`config.mk`:
```
export PLATFORM = sky130hd
export DESIGN_NAME = oh_alu
export DESIGN_NICKNAME = d
export VERILOG_FILES = /design/src/rtl/oh_alu_pkg.sv /design/src/rtl/oh_alu_addsub.sv /design/src/rtl/oh_alu_bitwise.sv /design/src/rtl/oh_alu_shift.sv /design/src/rtl/oh_alu.sv
export SDC_FILE = /design/constraint.sdc
export NUM_CORES = 1
export LEC_CHECK = 0
export ABC_AREA = 1
export CORE_ASPECT_RATIO = 1.25
export CORE_MARGIN = 5
export CORE_UTILIZATION = 40
export DETAILED_ROUTE_END_ITERATION = 8
export DONT_BUFFER_PORTS = 1
export PLACE_DENSITY = 0.54
export REMOVE_ABC_BUFFERS = 1
export SYNTH_ARGS = -nofsm -noshare
export SYNTH_HDL_FRONTEND = slang
export SYNTH_SLANG_ARGS = --single-unit
```
`constraint.sdc`:
```
create_clock -name vclk -period 2.4
set_input_delay 0.24 -clock vclk [all_inputs]
set_output_delay 0.24 -clock vclk [all_outputs]
set_load 0.05 [all_outputs]
```
`src/rtl/oh_alu_pkg.sv`:
```
package oh_alu_pkg;

  localparam int OP_ADD  = 0;
  localparam int OP_SUB  = 1;
  localparam int OP_SLT  = 2;
  localparam int OP_SLTU = 3;
  localparam int OP_AND  = 4;
  localparam int OP_NOR  = 5;
  localparam int OP_OR   = 6;
  localparam int OP_XOR  = 7;
  localparam int OP_SLL  = 8;
  localparam int OP_SRL  = 9;
  localparam int OP_SRA  = 10;
  localparam int OP_LUI  = 11;
  localparam int NUM_OPS = 12;

  // Signed A < B, taken from the difference A - B. The difference bit alone
  // is wrong on overflow, which occurs only when the operand signs differ.
  function automatic logic signed_less(input logic a_msb, input logic b_msb,
                                       input logic diff_msb);
    return (a_msb != b_msb) ? a_msb : diff_msb;
  endfunction

  // Unsigned A < B: computing A + ~B + 1 leaves no carry out exactly when A < B.
  function automatic logic unsigned_less(input logic carry_out);
    return ~carry_out;
  endfunction

endpackage

```
`src/rtl/oh_alu_addsub.sv`:
```
module oh_alu_addsub #(
  parameter int W = 32
) (
  input  logic [W-1:0] opa,
  input  logic [W-1:0] opb,
  input  logic         negate_b,
  output logic [W-1:0] sum,
  output logic         carry_out
);

  logic [W-1:0] b_eff;
  logic [W:0]   wide_sum;

  assign b_eff     = opb ^ {W{negate_b}};
  assign wide_sum  = {1'b0, opa} + {1'b0, b_eff} + {{W{1'b0}}, negate_b};
  assign sum       = wide_sum[W-1:0];
  assign carry_out = wide_sum[W];

endmodule

```
`src/rtl/oh_alu_bitwise.sv`:
```
module oh_alu_bitwise #(
  parameter int W = 32
) (
  input  logic [W-1:0] opa,
  input  logic [W-1:0] opb,
  output logic [W-1:0] and_out,
  output logic [W-1:0] nor_out,
  output logic [W-1:0] or_out,
  output logic [W-1:0] xor_out
);

  assign and_out = opa & opb;
  assign or_out  = opa | opb;
  assign nor_out = ~or_out;
  assign xor_out = opa ^ opb;

endmodule

```
`src/rtl/oh_alu_shift.sv`:
```
module oh_alu_shift #(
  parameter int W   = 32,
  parameter int SHW = $clog2(W)
) (
  input  logic [W-1:0]   din,
  input  logic [SHW-1:0] amt,
  input  logic           left,
  input  logic           arith,
  output logic [W-1:0]   dout
);

  // A left shift is done as a right shift of the bit-reversed input,
  // followed by reversing the output back.
  logic [W-1:0]        oriented;
  logic [SHW:0][W-1:0] stage;
  logic                shift_fill;

  assign shift_fill = arith & ~left & din[W-1];

  for (genvar i = 0; i < W; i++) begin : g_rev_in
    assign oriented[i] = left ? din[W-1-i] : din[i];
  end

  assign stage[0] = oriented;

  for (genvar s = 0; s < SHW; s++) begin : g_stage
    localparam int STEP = 1 << s;
    assign stage[s+1] = amt[s] ? {{STEP{shift_fill}}, stage[s][W-1:STEP]}
                               : stage[s];
  end

  for (genvar i = 0; i < W; i++) begin : g_rev_out
    assign dout[i] = left ? stage[SHW][W-1-i] : stage[SHW][i];
  end

endmodule

```
`src/rtl/oh_alu.sv`:
```
module oh_alu
  import oh_alu_pkg::*;
#(
  parameter int DATA_W = 32
) (
  input  logic [11:0]       op_sel,
  input  logic [DATA_W-1:0] src_a,
  input  logic [DATA_W-1:0] src_b,
  output logic [DATA_W-1:0] result
);

  localparam int SHW = $clog2(DATA_W);

  logic                            use_negate;
  logic [DATA_W-1:0]               adder_sum;
  logic                            adder_carry;
  logic                            lt_signed;
  logic                            lt_unsigned;
  logic [DATA_W-1:0]               and_v, nor_v, or_v, xor_v;
  logic [DATA_W-1:0]               shift_v;
  logic [NUM_OPS-1:0][DATA_W-1:0]  lane;
  logic                            sel_valid;

  assign use_negate = op_sel[OP_SUB] | op_sel[OP_SLT] | op_sel[OP_SLTU];

  oh_alu_addsub #(.W(DATA_W)) u_addsub (
    .opa       (src_a),
    .opb       (src_b),
    .negate_b  (use_negate),
    .sum       (adder_sum),
    .carry_out (adder_carry)
  );

  assign lt_signed   = signed_less(src_a[DATA_W-1], src_b[DATA_W-1],
                                   adder_sum[DATA_W-1]);
  assign lt_unsigned = unsigned_less(adder_carry);

  oh_alu_bitwise #(.W(DATA_W)) u_bitwise (
    .opa     (src_a),
    .opb     (src_b),
    .and_out (and_v),
    .nor_out (nor_v),
    .or_out  (or_v),
    .xor_out (xor_v)
  );

  oh_alu_shift #(.W(DATA_W), .SHW(SHW)) u_shift (
    .din   (src_a),
    .amt   (src_b[SHW-1:0]),
    .left  (op_sel[OP_SLL]),
    .arith (op_sel[OP_SRA]),
    .dout  (shift_v)
  );

  assign lane[OP_ADD]  = adder_sum;
  assign lane[OP_SUB]  = adder_sum;
  assign lane[OP_SLT]  = {{(DATA_W-1){1'b0}}, lt_signed};
  assign lane[OP_SLTU] = {{(DATA_W-1){1'b0}}, lt_unsigned};
  assign lane[OP_AND]  = and_v;
  assign lane[OP_NOR]  = nor_v;
  assign lane[OP_OR]   = or_v;
  assign lane[OP_XOR]  = xor_v;
  assign lane[OP_SLL]  = shift_v;
  assign lane[OP_SRL]  = shift_v;
  assign lane[OP_SRA]  = shift_v;
  assign lane[OP_LUI]  = src_b;

  always_comb begin
    result = '0;
    for (int i = 0; i < NUM_OPS; i++) begin
      result = result | ({DATA_W{op_sel[i]}} & lane[i]);
    end
  end

  assign sel_valid = $onehot(op_sel);

  always_comb begin
    if (op_sel == '0) begin
      AST_IDLE_ZERO: assert (result == '0) else $error("idle select nonzero");
    end
    if (sel_valid && op_sel[OP_SUB] && (src_a == src_b)) begin
      AST_SUB_SELF_ZERO: assert (result == '0) else $error("x-x nonzero");
    end
    if (sel_valid && op_sel[OP_SLT]) begin
      AST_SLT_ONE_BIT: assert (result[DATA_W-1:1] == '0) else $error("slt wide");
    end
    if (sel_valid && op_sel[OP_SLTU]) begin
      AST_SLTU_ONE_BIT: assert (result[DATA_W-1:1] == '0) else $error("sltu wide");
    end
    if (sel_valid && op_sel[OP_SLL] && (src_b[SHW-1:0] == '0)) begin
      AST_SHIFT_ZERO_KEEP: assert (result == src_a) else $error("sll by 0");
    end
    if (sel_valid && op_sel[OP_LUI]) begin
      AST_UPPER_PASS: assert (result == src_b) else $error("upper pass");
    end
  end

endmodule

```
==> results of run 1 <==
-- path summary, 6_finish.rpt --
kind	endpoint	slack, ns	depth (start not counted)
hold / removal	result[2]	0.79	3
setup / recovery	result[10]	-0.48	16
-- final cells by class --
cell class	count	area (um^2)
fillers	1761	7596
inverters	131	503.0
multi-input cells	1124	7263
well taps	224	280.3
repair buffers	185	1789
-- power breakdown --
part / leakage [nW] / switching [W] / internal [W]
clock network: 0 / 0 / 0
logic: 4.78 / 0.00172 / 0.00124
registers: 0 / 0 / 0
-- cell usage in the layout (no fill, tap or decap), drive strengths merged, types with 3 or more instances in the layout --
master,n
a211oi,19
a21boi,3
a21oi,45
a221oi,8
a22o,4
and2,3
buf,185
ha,95
inv,128
nand2,360
nand3,347
nand3b,9
nand4,34
nor2,66
nor3,10
o211ai,9
o21ai,63
o21bai,3
o221ai,6
xor2,31
-- logic make-up (layout without fill, tap and decap cells) --
family          count (synthesis)  count (layout)
compound gates                165             165
xor+xnor                       31              31
fa+ha+maj                      96              96
buf+inv                       198             316
simple gates                  832             832
-- per-stage QoR --
stage / util (%) / instances / power, W
after CTS: 51.99 / 1650 / 0.002586
after global routing: 56.42 / 1664 / 0.003177
after detailed placement: 47.22 / 1624 / 0.002267
after floorplan: - / 1255 / 0.001421
after global placement: 47.22 / 1624 / 0.002254
final: 56.42 / 1664 / 0.002957
-- worst min-delay path, cell delays in order --
cell     delay (ns)
nand2_1        0.04
nand3_1        0.08
buf_6          0.16
-- per-layer routing --
metal	wire, um	GRT usage (%)	up-vias
met5	0	0	-
met3	2477	4.872	115
met2	16420	53.40	435
li1	-	-	4768
met4	2028	12.13	0
met1	12680	36.07	4615
-- timing repair --
| action | in CTS | in global routing |
|---|---|---|
| pin swaps | 71 | 68 |
| cloned | 3 | 0 |
| endpoints found under the setup margin | 31 | 31 |
| gates resized for setup | 172 | 151 |
| setup buffers | 24 | 20 |
==> out/results.tsv, run 1 <==
metric	value	unit
finalHoldViolCount	0	
final_cell_area	0.009836	mm^2
yosys.area.top_type	nand3_1	
seq_cell_count	0	
startpoint	op_sel[2]	
die_area	0.02047	mm^2
synth_compound_area_share	14.12	%
synth_top_family_by_area	simple AND/OR/NAND/NOR gates	
synth.avg_cell_area	5.354	um^2
ys_seq_area_share	0	%
synth_common_cells	nand2_1, nand3_1, inv_1	
grt_usage	30.33	%
num_io_pins	108	
cp_cell_sequence	nor2_4 > nand2_4 > buf_12 > buf_12 > xor2_4 > ha_4 > a21oi_4 > buf_6 > o21ai_2 > nand2_1 > nand3b_1 > buf_6 > o21ai_1 > a21o_1 > nand4_1 > buf_6	
drc	0	
period_needed	2.880	ns
netlist.area_leader.share	24.32	%
via_per_inst	5.969	
tightest_slew	0.5454	ns
post-route-period-util	120.0	%
place.port_buffers	0	
grt_pass1_vias	9297	
yosys.area_share.xor_xnor	3.836	%
drt-initial-drc-count	972	
grt_pass1_wl	49610	um
p_per_area	300.7	mW/mm^2
grt-ovfl-total	0	
initial_core_util	40.60	%
area_growth	38.96	%
synth_most_common_cell	nand2_1	
core	0.01743	mm^2
status	finished with violations	
crit_buf_inv	5	
hp-class	input pin to primary output	
endpoint_kind	primary output	
max_stage_delay	0.26	ns
ys.warnings.count	0	
grt_antenna_before_repair	0	
fmax	347.2	MHz
synth_area_leaders	nand3_1, nand2_1, ha_1, inv_1, o21ai_0	
whs	0.7853	ns
num-nets-final	1614	
cp_slowest_cell	ha_4	
vias	9933	
antenna_left	0	
hold_buffers	0	
leakage	4.785	nW
yosys.area_share.simple	53.26	%
synthMuxAreaShare	0	%
cp.required	2.16	ns
die_w	129.0	um
post_drt_wl_per_cell	20.19	um
slew_headroom	63.64	%
grt_max_degree	66	
first_pass_iters	6	
tns	-9.445	ns
nClkBuffers	0	
critPathKind	input pin to primary output	
fin_ws	-0.4803	ns
critPathMostFrequentCell	buf_6	
antenna_cells	0	
critPathLaunchType	input pin	
netlist_area	0.007078	mm^2
holdCritStartpoint	op_sel[8]	
drive_above_1_share	26.53	%
routed_wl	33600	um
seq_area	0	um^2
drv_slew	0	
pre_cts_ws	-0.5683	ns
dp_hpwl	25820	um
die_y	158.7	um
crit_fanout	7	
setup_viol	28	
violations	setup timing	
gp_congestion	0.9611	
synthAdderAreaFrac	17.08	%
rsz0062_at_grt	true	
irDropWorstVdd	0.1299	mV
cap_violations	0	
synth.distinct_cells	44	
rows	54	
path_delay_family	buffers and inverters	
arrival	2.64	ns
syn_inst	1322	
place_area	0.008230	mm^2
Power figures use the tool's default switching activity.
==> run 2: changes to the inputs <==
CORE_UTILIZATION = 55   (was 40)
PLACE_DENSITY = 0.71   (was 0.54)
==> out/results.tsv, run 2 (same netlist as run 1, synthesis figures left out) <==
metric	value	unit
drt-initial-drc-count	1220	
status	finished with violations	
antenna_left	0	
critPathLaunchType	input pin	
first_pass_iters	6	
rsz0062_at_grt	true	
tightest_slew	0.4958	ns
post_drt_wl_per_cell	19.62	um
arrival	2.58	ns
grt_antenna_before_repair	1	
crit_fanout	12	
cap_violations	0	
crit_buf_inv	6	
p_int	0.001060	W
critPathMostFrequentCell	buf_4	
die_area	0.01525	mm^2
place_area	0.008193	mm^2
core	0.01266	mm^2
slew_headroom	66.75	%
violations	setup timing	
fin_ws	-0.4244	ns
antenna_cells	0	
p_per_area	293.2	mW/mm^2
cp_slowest_cell	ha_1	
nClkBuffers	0	
irDropWorstVdd	0.1712	mV
whs	0.7715	ns
initial_core_util	55.90	%
finish.utilization	70.22	%
grt_max_degree	66	
setup_viol	29	
place.port_buffers	0	
die_w	111.5	um
die_y	136.8	um
grt_pass1_vias	9238	
num_io_pins	108	
final_cell_area	0.008891	mm^2
seq_area	0	um^2
grt_pass1_wl	46290	um
grt_usage	37.60	%
via_per_inst	6.303	
rows	46	
leakage	4.509	nW
clkPwrFrac	0	%
layout_commonest_cell	nand3_1	
hold_buffers	0	
gp_congestion	1.027	
cp_cell_sequence	nor2_4 > nand2_4 > buf_12 > buf_6 > xor2_1 > ha_1 > nand2_2 > nor2_4 > buf_4 > a21oi_2 > buf_4 > buf_4 > nand3b_1 > nand3_1 > nand2_1 > nand3_2 > nand4_1 > buf_6	
period_needed	2.824	ns
place_inst	1574	
drv_slew	0	
post-route-period-util	117.7	%
path_delay_family	simple AND/OR/NAND/NOR gates	
finalHoldViolCount	0	
cp.required	2.16	ns
dp_hpwl	24210	um
fmax	354.1	MHz
power.switching	0.001547	W
num-nets-final	1598	
grt-ovfl-total	0	
pre_cts_ws	-0.5907	ns
area_growth	25.61	%
final_cell_mix	nand3_1, nand2_1, buf_4	
power_frac_comb	100.0	%
critPathKind	input pin to primary output	
routed_wl	31240	um
hp-class	input pin to primary output	
drive_above_1_share	20.72	%
endpoint_kind	primary output	
layout.cells.non_filler	1592	
vias	10040	
sw_frac_of_total	59.34	%
seq_cell_count	0	
p_seq_share	0	%
max_stage_delay	0.36	ns
drc	0	
## run 2: changes by cell type in the layout (fill, tap and decap cells not counted), sizes merged
cell,delta
buf,-16
clkinvlp,-1
inv,+1
## run 2: layout make-up
class,instances,area [um^2]
multi-input cells,1124,6676
fillers,1177,3771
repair buffers,169,1508
inverters,131,496.7
well taps,168,210.2
## run 2: final timing paths
path / start / end / cells after the start
worst max-delay path: op_sel[1] / result[19] / 18
worst min-delay path: op_sel[8] / result[2] / 3
## run 2: per-layer routing
layer | up-vias | wire (um) | track usage [%]
met5 | - | 13 | 0
met4 | 2 | 2134 | 21.70
met3 | 154 | 2781 | 4.732
met2 | 593 | 14990 | 66.26
met1 | 4549 | 11310 | 43.87
li1 | 4737 | - | -
## run 2: repair_timing
item / 4_1_cts / 5_1_grt
gates resized for setup: 100 / 75
endpoints found under the setup margin: 31 / 31
pin swaps: 22 / 32
setup buffers: 5 / 13
## run 2: per-stage QoR
| step | power (W) | setup TNS [ns] |
|---|---|---|
| after floorplan | 0.001421 | -27.61 |
| after global placement | 0.002221 | -11.41 |
| after detailed placement | 0.002249 | -12.96 |
| after CTS | 0.002386 | -7.245 |
| after global routing | 0.002815 | -12.22 |
| final | 0.002607 | -8.868 |
## run 2: power groups by stage
stage	clock (W)	combinational (W)	sequential [W]
after detailed placement	0	0.00225	0
after CTS	0	0.00239	0
after global placement	0	0.00222	0
after floorplan	0	0.00142	0
after global routing	0	0.00282	0
final	0	0.00261	0
==> run 3: changes to the inputs <==
GPL_TIMING_DRIVEN = 0   (was unset)
==> out/results.tsv, run 3 (same netlist as run 1, synthesis figures left out) <==
metric	value	unit
hp-class	input pin to primary output	
violations	setup timing	
final_cell_area	0.008399	mm^2
crit_fanout	8	
arrival	2.87	ns
seq_cell_count	0	
fin_ws	-0.7134	ns
post_drt_wl_per_cell	21.36	um
place.port_buffers	0	
finalHoldViolCount	0	
irDropWorstVdd	0.1485	mV
tightest_slew	1.231	ns
initial_core_util	55.90	%
num-nets-final	1494	
grt_usage	36.55	%
hold_buffers	0	
holdCritStartpoint	op_sel[8]	
hold_path_depth	2	
layout_commonest_cell	nand3_1	
endpoint_kind	primary output	
die_w	111.5	um
p_per_area	299.1	mW/mm^2
status	finished with violations	
setup_viol	32	
critPathKind	input pin to primary output	
first_pass_iters	8	
final_cell_mix	nand3_1, nand2_1, inv_1	
via_per_inst	6.735	
routed_wl	31790	um
drc	0	
grt_pass1_wl	45320	um
grt_pass1_vias	8746	
grt-ovfl-total	0	
area_growth	18.67	%
slew_headroom	17.87	%
drt-initial-drc-count	1584	
core	0.01266	mm^2
drv_slew	0	
leakage	4.015	nW
num_io_pins	108	
vias	10020	
critPathLaunchType	input pin	
nClkBuffers	0	
multi_input_area	0.007136	mm^2
die_y	136.8	um
grt_antenna_before_repair	0	
rows	46	
post-route-period-util	129.7	%
cap_violations	0	
antenna_left	0	
gp_congestion	1.030	
seq_area	0	um^2
power	0.002512	W
rsz0062_at_grt	true	
fmax	321.2	MHz
dp_hpwl	21990	um
place_area	0.006974	mm^2
antenna_cells	0	
period_needed	3.113	ns
die_area	0.01525	mm^2
drive_above_1_share	19.09	%
grt_max_degree	66	
whs	0.7788	ns
cp.required	2.16	ns
fillCellCount	1157	
min_to	result[2]	
pre_cts_ws	-1.336	ns
-- run 3: cell types whose count changed in the layout (fill, tap and decap cells not counted), moves of 8 or more --
cell and change:
nor2_4 +12, ha_1 -14, buf_6 -32, nand2_2 +10, nand2_4 +10, nand2_1 -19
buf_4 -72, nor2_1 -10, inv_1 -8, ha_4 +11
-- run 3: what timing repair did --
item	in CTS	in global routing
endpoints found under the setup margin	32	32
cloned	2	1
hold endpoints to repair	0	0
gates resized for setup	140	106
pin swaps	81	86
buffers inserted	40	21
-- run 3: worst max path at each step --
stage | startpoint | end | cells past startpoint
global placement | op_sel[1] | result[29] | 15
floorplan | op_sel[1] | result[11] | 13
global route | op_sel[1] | result[21] | 15
detailed placement | op_sel[1] | result[29] | 15
finish | op_sel[1] | result[13] | 14
CTS | op_sel[2] | result[27] | 12
-- run 3: critical path, stage by stage --
cell and delay, ns:
nor2_4 0.17, buf_6 0.14, nand2_8 0.10, xor2_1 0.28
ha_4 0.27, a21oi_4 0.14, nor2_1 0.06, nor2_1 0.16
nand2_2 0.18, nand2_2 0.13, nand2_4 0.09, buf_4 0.15
o21ai_1 0.17, nand4_1 0.57
-- run 3: per-layer routing --
metal	wire [um]	track usage, %
met2	14480	64.25
met5	0	0
met3	3584	5.396
met4	2915	20.69
met1	10810	42.46
-- run 3: through the flow --
stage / util (%) / std cells / TNS (ns)
floorplan: - / 1255 / -27.61
CTS: 61.62 / 1466 / -12.47
detailed placement: 55.08 / 1424 / -34.95
global placement: 54.92 / 1423 / -51.41
finish: 66.33 / 1488 / -16.17
global route: 66.33 / 1488 / -18.80
-- run 3: cell type report --
type	instances	area share, %
Inverter	131	6.093
Timing Repair Buffer	62	6.450
Tap cell	168	2.503
Multi-Input combinational cell	1127	84.95
-- run 3: power by group --
part           internal [W]  switching [W]  leakage, nW
Sequential                0              0            0
Combinational      0.000890        0.00162         4.02
Clock                     0              0            0
Total              0.000890        0.00162         4.02
